$ cat config.mk
export PLATFORM = sky130hd
export DESIGN_NAME = idle_wake_ctrl
export DESIGN_NICKNAME = d
export VERILOG_FILES = /design/src/rtl/iw_pkg.sv /design/src/rtl/iw_idle_timer.sv /design/src/rtl/iw_irq_ctrl.sv /design/src/rtl/iw_mode_ctrl.sv /design/src/rtl/idle_wake_ctrl.sv
export SDC_FILE = /design/constraint.sdc
export NUM_CORES = 1
export LEC_CHECK = 0
export BUFFER_PORTS_ARGS = -buffer_cell sky130_fd_sc_hd__buf_2
export CAP_MARGIN = 15
export CORE_UTILIZATION = 51
export CTS_BUF_LIST = sky130_fd_sc_hd__clkbuf_8
export DETAILED_ROUTE_END_ITERATION = 8
export PLACE_DENSITY = 0.78
export SETUP_SLACK_MARGIN = 0.02
export SLEW_MARGIN = 20
export SYNTH_ARGS = -nofsm -noshare
export SYNTH_HDL_FRONTEND = slang
export SYNTH_SLANG_ARGS = --single-unit
$ cat constraint.sdc
create_clock -name clk -period 1.65 [get_ports clk]
set_input_delay 0.165 -clock clk [delete_from_list [all_inputs] [get_ports clk]]
set_output_delay 0.165 -clock clk [all_outputs]
set_load 0.005 [all_outputs]
$ cat src/rtl/iw_pkg.sv
package iw_pkg;
  localparam int CNT_W    = 16;
  localparam int TAP_BASE = 12;
  localparam int N_TAPS   = 5;
  localparam int SEL_W    = 3;
  localparam int DATA_W   = 8;
  localparam int ADDR_W   = 2;
  localparam int PND_BIT  = 0;
  localparam int IE_BIT   = 1;
  localparam int IDLE_BIT = 6;
  localparam int HALT_BIT = 7;

  typedef enum logic [ADDR_W-1:0] {
    REG_WIN  = 2'd0,
    REG_INT  = 2'd1,
    REG_MODE = 2'd2
  } reg_addr_e;
endpackage

$ cat src/rtl/iw_idle_timer.sv
module iw_idle_timer #(
  parameter int CNT_W    = 16,
  parameter int TAP_BASE = 12,
  parameter int N_TAPS   = 5,
  parameter int SEL_W    = 3
) (
  input  logic             clk,
  input  logic             rst,
  input  logic             step,
  input  logic [SEL_W-1:0] sel,
  output logic             win_evt
);
  localparam int TOP_TAP = TAP_BASE + N_TAPS - 1;
  localparam logic [SEL_W-1:0] SEL_MAX = SEL_W'(N_TAPS - 1);

  logic [CNT_W-1:0]  cnt_q;
  logic [N_TAPS-1:0] tap_evt;
  logic [SEL_W-1:0]  sel_eff;

  initial begin
    if (TOP_TAP != CNT_W) $error("top tap must be the counter carry-out");
  end

  always_ff @(posedge clk) begin
    if (rst)       cnt_q <= '0;
    else if (step) cnt_q <= cnt_q + 1'b1;
  end

  // tap k toggles on the step where all lower bits are ones
  for (genvar i = 0; i < N_TAPS; i++) begin : g_tap
    assign tap_evt[i] = step & (&cnt_q[TAP_BASE+i-1:0]);
  end

  always_comb begin
    sel_eff = (sel > SEL_MAX) ? SEL_MAX : sel;
    win_evt = tap_evt[sel_eff];
  end
endmodule

$ cat src/rtl/iw_irq_ctrl.sv
module iw_irq_ctrl #(
  parameter int SEL_W = 3
) (
  input  logic             clk,
  input  logic             rst,
  input  logic             win_wr,
  input  logic [SEL_W-1:0] win_data,
  input  logic             int_wr,
  input  logic             pnd_val,
  input  logic             ie_val,
  input  logic             win_evt,
  output logic [SEL_W-1:0] sel_o,
  output logic             pend_o,
  output logic             irq_o
);
  logic pend_next, ie_next, ie_q;

  always_comb begin
    pend_next = win_evt | (pend_o & ~(int_wr & ~pnd_val));
    ie_next   = int_wr ? ie_val : ie_q;
  end

  always_ff @(posedge clk) begin
    if (rst) begin
      sel_o  <= '0;
      pend_o <= 1'b0;
      ie_q   <= 1'b0;
      irq_o  <= 1'b0;
    end else begin
      if (win_wr) sel_o <= win_data;
      pend_o <= pend_next;
      ie_q   <= ie_next;
      irq_o  <= pend_next & ie_next;
    end
  end
endmodule

$ cat src/rtl/iw_mode_ctrl.sv
module iw_mode_ctrl (
  input  logic clk,
  input  logic rst,
  input  logic mode_wr,
  input  logic idle_req,
  input  logic halt_req,
  input  logic halt_dis,
  input  logic wake,
  input  logic win_evt,
  output logic idle_o,
  output logic halt_o,
  output logic clk_en_o
);
  logic awake, halt_take, idle_take;
  logic idle_next, halt_next;

  always_comb begin
    awake     = ~idle_o & ~halt_o;
    halt_take = awake & mode_wr & halt_req & ~halt_dis;
    idle_take = awake & mode_wr & idle_req & ~halt_take & ~win_evt;
    idle_next = idle_o ? ~(win_evt | wake) : idle_take;
    halt_next = halt_o ? ~wake : halt_take;
  end

  always_ff @(posedge clk) begin
    if (rst) begin
      idle_o   <= 1'b0;
      halt_o   <= 1'b0;
      clk_en_o <= 1'b1;
    end else begin
      idle_o   <= idle_next;
      halt_o   <= halt_next;
      clk_en_o <= ~(idle_next | halt_next);
    end
  end
endmodule

$ cat src/rtl/idle_wake_ctrl.sv
module idle_wake_ctrl
  import iw_pkg::*;
#(
  parameter int CNT_W    = iw_pkg::CNT_W,
  parameter int TAP_BASE = iw_pkg::TAP_BASE,
  parameter int N_TAPS   = iw_pkg::N_TAPS,
  parameter int SEL_W    = iw_pkg::SEL_W
) (
  input  logic              clk,
  input  logic              rst,
  input  logic              cyc_en_i,
  input  logic              wr_en_i,
  input  logic [ADDR_W-1:0] wr_addr_i,
  input  logic [DATA_W-1:0] wr_data_i,
  input  logic              wake_i,
  input  logic              halt_dis_i,
  output logic              idle_o,
  output logic              halt_o,
  output logic              cpu_clk_en_o,
  output logic              pend_o,
  output logic              irq_o
);
  logic             win_wr, int_wr, mode_wr;
  logic             step, win_evt;
  logic [SEL_W-1:0] sel_q;
  logic             unused_data_bits;

  assign win_wr  = wr_en_i & (wr_addr_i == REG_WIN);
  assign int_wr  = wr_en_i & (wr_addr_i == REG_INT);
  assign mode_wr = wr_en_i & (wr_addr_i == REG_MODE);
  assign step    = cyc_en_i & ~halt_o;
  assign unused_data_bits = ^wr_data_i[5:SEL_W];

  iw_idle_timer #(
    .CNT_W(CNT_W), .TAP_BASE(TAP_BASE), .N_TAPS(N_TAPS), .SEL_W(SEL_W)
  ) u_timer (
    .clk(clk), .rst(rst), .step(step), .sel(sel_q), .win_evt(win_evt)
  );

  iw_irq_ctrl #(.SEL_W(SEL_W)) u_irq (
    .clk(clk), .rst(rst),
    .win_wr(win_wr), .win_data(wr_data_i[SEL_W-1:0]),
    .int_wr(int_wr), .pnd_val(wr_data_i[PND_BIT]), .ie_val(wr_data_i[IE_BIT]),
    .win_evt(win_evt), .sel_o(sel_q), .pend_o(pend_o), .irq_o(irq_o)
  );

  iw_mode_ctrl u_mode (
    .clk(clk), .rst(rst), .mode_wr(mode_wr),
    .idle_req(wr_data_i[IDLE_BIT]), .halt_req(wr_data_i[HALT_BIT]),
    .halt_dis(halt_dis_i), .wake(wake_i), .win_evt(win_evt),
    .idle_o(idle_o), .halt_o(halt_o), .clk_en_o(cpu_clk_en_o)
  );
endmodule

==> impl_metrics.yaml, run 1 <==
cts:
  ctsResizeCount: 0
  cts_root_buf: "clkbuf_8"
  cts_tree: "built"
  post_cts_buffers: 0
  clk_transition_reported_paths_ns: 0.09
  clock_latency_ns: 0.27
  cts_buffers: 3
  cts_buffer_depth: 2
  htree_levels: 1
  ctsHoldBuffers: 0
  clkSinkCount: 25
yosys:
  yosys.area.top_type_share_pct: 41.5
  synthCells: 130
  synthArstFlopShare_pct: 0
  syn_area_um2: 1210
  yosys.area.top_type: "dfxtp_1"
  yosysSeqAreaShare_pct: 41.5
  synth_edf_count: 0
  synth-seq-cells: 25
  synthTopCellsByArea: "dfxtp_1 (41%), nor2_1 (6.5%), xor2_1 (4.4%)"
  ys.flop_type: "dfxtp_1"
  ys_types: 41
  syn_avg_cell_area_um2: 9.29
  synth_nets: 147
  yosys_warnings: 0
global_route:
  track_usage_pct: 20.4
  grt_pass1_vias: 933
  grt_remaining_overflow: 0
  grt_max_degree: 18
  grt_first_pass_wirelength_mm: 3.87
  antenna_found_initial: 0
setup_path:
  arrival_ns: 1.74
  cp.required_ns: 1.86
  critPathLaunchType: "flip-flop"
  endpoint_kind: "flip-flop"
  worst-setup-path-type: "flip-flop to flip-flop"
  critPathMaxFanout: 5
cells_and_area:
  utilization_pct: 63.1
  final_common_cell: "dfxtp_1"
  num_antenna_cells: 0
  syn2layout_area_growth_pct: 15.6
  nets: 171
  final_cell_mix: "dfxtp_1 (23), nor2_1 (21), buf_2 (17)"
  drive_gt1_share_pct: 24.8
sta:
  slew_headroom_pct: 75.4
  finClkSkew_ns: 0.00655
  hold_violations: 0
  finalSetupViolCount: 0
  tightest_slew_ns: 0.368
  finalCriticalPeriod_ns: 1.53
  slew_violations: 0
  rsz0062_at_grt: "no"
  final.period_utilization_pct: 92.8
  fin_setup_tns_ns: 0
  max_freq_mhz: 653
placed_design:
  hpwl_mm: 1.70
  gp_congestion: 0.798
  portBuffers: 17
floorplan:
  core_area_um2: 2210
  die-height_um: 50.7
  pin_count: 21
  initial_core_util_pct: 54.6
  dieArea_um2: 2570
  die_w_um: 50.7
  fp-row-count: 17
pwr:
  power_density_nw_per_um2: 765
  leakage_nw: 0.590
  ir_drop_uv: 747
drt:
  ant_nets: 0
  vias: 1000
  wire_per_inst_um: 13.1
  routed_wl_mm: 2.37
  drc: 0
  drt-pass1-iter-count: 4
  viasPerCell: 5.52
  drt_iter0_drc: 24
outcome:
  outcome: "completed"
min_path:
  min_path_type: "primary input to flip-flop"
job:
  maxCapViolations: 0
## worst max-delay path, cell delays in order (launching register included)
cell and delay, ns:
dfxtp_1 0.46, and3_2 0.26, nand3_4 0.09, or4_1 0.52, a21oi_1 0.14
## where the power goes
part / internal (mW) / switching, mW
clock: 0.167 / 0.195
combinational: 0.0399 / 0.0424
sequential: 0.614 / 0.0100
total: 0.821 / 0.247
## flip-flops by register name, summed over array words and instances (netlist names)
register	flops
u_irq.sel_o	3
u_mode.halt_o	1
u_irq.irq_o	1
u_irq.ie_q	1
u_timer.cnt_q	16
u_mode.clk_en_o	1
u_mode.idle_o	1
u_irq.pend_o	1
## routing by layer
| layer | up-vias | track usage [%] | part of all wire, % |
|---|---|---|---|
| met5 | - | 0 | 0 |
| met4 | 0 | 6.02 | 0.59 |
| met3 | 2 | 7.58 | 3.2 |
| met2 | 17 | 35.6 | 53 |
| met1 | 479 | 22.8 | 43 |
| li1 | 502 | - | - |
## cell families after synthesis
family | synth area share, %
compound gates | 8.19
flops | 41.5
mux | 5.08
simple gates | 32.8
fa+ha+maj | 1.04
xor+xnor | 7.98
buf+inv | 3.42
## worst paths after layout
| path | start | end | slack [ns] | cells after the start |
|---|---|---|---|---|
| max | u_timer.cnt_q[4] | u_timer.cnt_q[15] | 0.12 | 4 |
| min reg2reg | u_timer.cnt_q[15] | u_timer.cnt_q[15] | 0.50 | 2 |
| min | wr_data_i[2] | u_irq.sel_o[2] | 0.15 | 3 |
| max reg2reg | u_timer.cnt_q[4] | u_timer.cnt_q[15] | 0.12 | 4 |
## final cells by class
type,count,area [um2]
Timing Repair Buffer,23,130
Clock buffer,3,41.3
Clock inverter,1,3.75
Fill cell,199,816
Tap cell,28,35.0
Multi-Input combinational cell,97,668
Sequential cell,25,503
Inverter,4,15.0
## cell usage after synthesis (all sizes together), types with 2 or more instances
cell type,number
xor2,6
nor3,3
nor3b,2
nand4b,2
nand3,5
dfxtp,25
nor2,21
nor4,3
a21oi,6
nor2b,3
mux2i,5
o31ai,2
or4,2
inv,4
nand4,5
or2,2
clkbuf,3
o21ai,3
xnor2,5
or3,2
nand2,7
## metrics by stage
step | hold WS (ns) | setup slack [ns] | power [mW] | std cells | area (um2)
global placement | 0.405 | 0.123 | 0.714 | 177 | 1350
finish | 0.146 | 0.120 | 1.07 | 181 | 1400
global route | 0.163 | 0.0457 | 1.11 | 181 | 1400
floorplan | 0.312 | 0.134 | 0.686 | 130 | 1210
detailed placement | 0.421 | 0.107 | 0.719 | 177 | 1350
CTS | 0.141 | 0.0978 | 1.07 | 181 | 1390
(Power assumes the default switching activity.)
==> run 2, diff against run 1 <==
BUFFER_PORTS_ARGS = unset   (was -buffer_cell sky130_fd_sc_hd__buf_2)
CORE_UTILIZATION = 58   (was 51)
DONT_BUFFER_PORTS = 1   (was unset)
PLACE_DENSITY = 0.77   (was 0.78)
clock period = 1.3 ns   (was 1.65 ns; I/O delays follow)
==> run 2 against run 1 <==
  * The flow now finishes with violations (hold timing, setup timing)
  * Clock skew up 0.0071 ns
  * Flip-flop and latch count unchanged
  * Via count rose by 6.2%
==> impl_metrics.yaml, run 2 (synthesis gave the netlist of run 1 again) <==
drt:
  routed_wl_mm: 3.02
  wire_per_inst_um: 16.3
  ant_nets: 0
  drc: 0
  drt-pass1-iter-count: 4
  drt_iter0_drc: 12
  viasPerCell: 5.74
  vias: 1062
setup_path:
  endpoint_kind: "flip-flop"
  regToRegSetupSlack_ns: -0.13
  worst-setup-path-type: "flip-flop to flip-flop"
  critPathLaunchType: "flip-flop"
  critPathMaxFanout: 3
  cp.required_ns: 1.52
  arrival_ns: 1.66
global_route:
  grt_remaining_overflow: 0
  grt_first_pass_wirelength_mm: 4.28
  grt_pass1_vias: 1018
  track_usage_pct: 27.9
  antenna_found_initial: 0
  grt_max_degree: 28
pwr:
  sw_frac_of_total_pct: 23.4
  ir_drop_uv: 1130
  switchingPower_mw: 0.320
  p_int_mw: 1.05
  combPwrFrac_pct: 7.2
  power_density_nw_per_um2: 825
  leakage_nw: 0.710
  pwr-share-clk_pct: 35.2
  power_frac_seq_pct: 57.6
cells_and_area:
  final_common_cell: "nor2_1"
  nets: 176
  utilization_pct: 84.6
  largest_reg_flops: 16
  final_cell_mix: "nor2_1 (20), buf_4 (19), dfxtp_1 (14)"
  drive_gt1_share_pct: 43.0
  num_antenna_cells: 0
  fillers: 124
  largest-register: "u_timer.cnt_q"
  final_area_um2: 1660
  syn2layout_area_growth_pct: 37.5
  top_regs: "u_timer.cnt_q x16, u_irq.sel_o x3"
sta:
  final.period_utilization_pct: 110
  slew_headroom_pct: 71.1
  finalCriticalPeriod_ns: 1.43
  hold_violations: 17
  max_freq_mhz: 698
  finClkSkew_ns: 0.0137
  hold_slack_ns: -0.102
  finalSetupViolCount: 9
  worst_slack_ns: -0.133
  tightest_slew_ns: 0.430
  fin_setup_tns_ns: -0.561
  rsz0062_at_grt: "yes"
  slew_violations: 0
cts:
  cts_buffers: 3
  cts_root_buf: "clkbuf_8"
  cts_tree: "built"
  clock_latency_ns: 0.28
  cts_buffer_depth: 2
  ctsHoldBuffers: 4
  clk_transition_reported_paths_ns: 0.10
  clkSinkCount: 25
  htree_levels: 1
min_path:
  min_path_type: "primary input to flip-flop"
placed_design:
  hpwl_mm: 1.88
  placed_area_um2: 1380
  gp_congestion: 0.774
  portBuffers: 0
  place_ws_ns: -0.118
floorplan:
  initial_core_util_pct: 61.5
  die-height_um: 47.6
  pin_count: 21
  die_w_um: 47.6
  dieArea_um2: 2270
  fp-row-count: 16
  core_area_um2: 1960
outcome:
  violations: "hold timing, setup timing"
  outcome: "finished with violations"
job:
  maxCapViolations: 0
## run 2: power by group through the flow
stage / combinational, mW / sequential (mW) / clock, mW
2_1_floorplan: 0.0677 / 0.810 / 0
4_1_cts: 0.0928 / 0.792 / 0.474
3_5_place_dp: 0.0839 / 0.813 / 0
5_1_grt: 0.109 / 0.791 / 0.519
3_3_place_gp: 0.0772 / 0.811 / 0
6_report: 0.0992 / 0.788 / 0.482
## run 2: path summary, 6_finish.rpt
kind,start,end,cells past startpoint
worst max register to register,u_mode.halt_o,u_timer.cnt_q[15],4
worst min register to register,u_timer.cnt_q[15],u_timer.cnt_q[15],2
worst min-delay path,rst,u_timer.cnt_q[15],1
worst max-delay path,u_mode.halt_o,u_timer.cnt_q[15],4
## run 2: layer usage
| metal | GRT usage [%] | share of wire [%] | vias to the layer above |
|---|---|---|---|
| li1 | - | - | 519 |
| met1 | 28.7 | 38 | 500 |
| met2 | 51.2 | 56 | 32 |
| met3 | 8.68 | 3.8 | 11 |
| met4 | 13.3 | 2.8 | 0 |
| met5 | 0 | 0 | - |
## run 2: metrics by stage
stage / total power [mW] / cells
floorplan: 0.877 / 130
global placement: 0.889 / 173
detailed placement: 0.897 / 173
CTS: 1.36 / 185
global route: 1.42 / 185
finish: 1.37 / 185
## run 2: final cells by class
| class | instances | area (um2) | area share (%) |
|---|---|---|---|
| Timing Repair Buffer | 28 | 239 | 14.4 |
| Clock inverter | 1 | 7.51 | 0.452 |
| Multi-Input combinational cell | 97 | 797 | 48.0 |
| Tap cell | 27 | 33.8 | 2.03 |
| Clock buffer | 3 | 41.3 | 2.49 |
| Sequential cell | 25 | 527 | 31.7 |
| Inverter | 4 | 15.0 | 0.904 |
## run 2: repair_timing
action / CTS / global route
pin swaps: 11 / 10
gates resized for setup: 23 / 19
hold endpoints to repair: 21 / 17
endpoints found under the setup margin: 12 / 15
setup buffers: 4 / 0
## run 2: worst max-delay path, stage by stage, from the launching register on
cell and delay, ns:
dfxtp_2 0.33, and4b_4 0.33, nand3_4 0.07, or4_4 0.52, a21oi_2 0.12
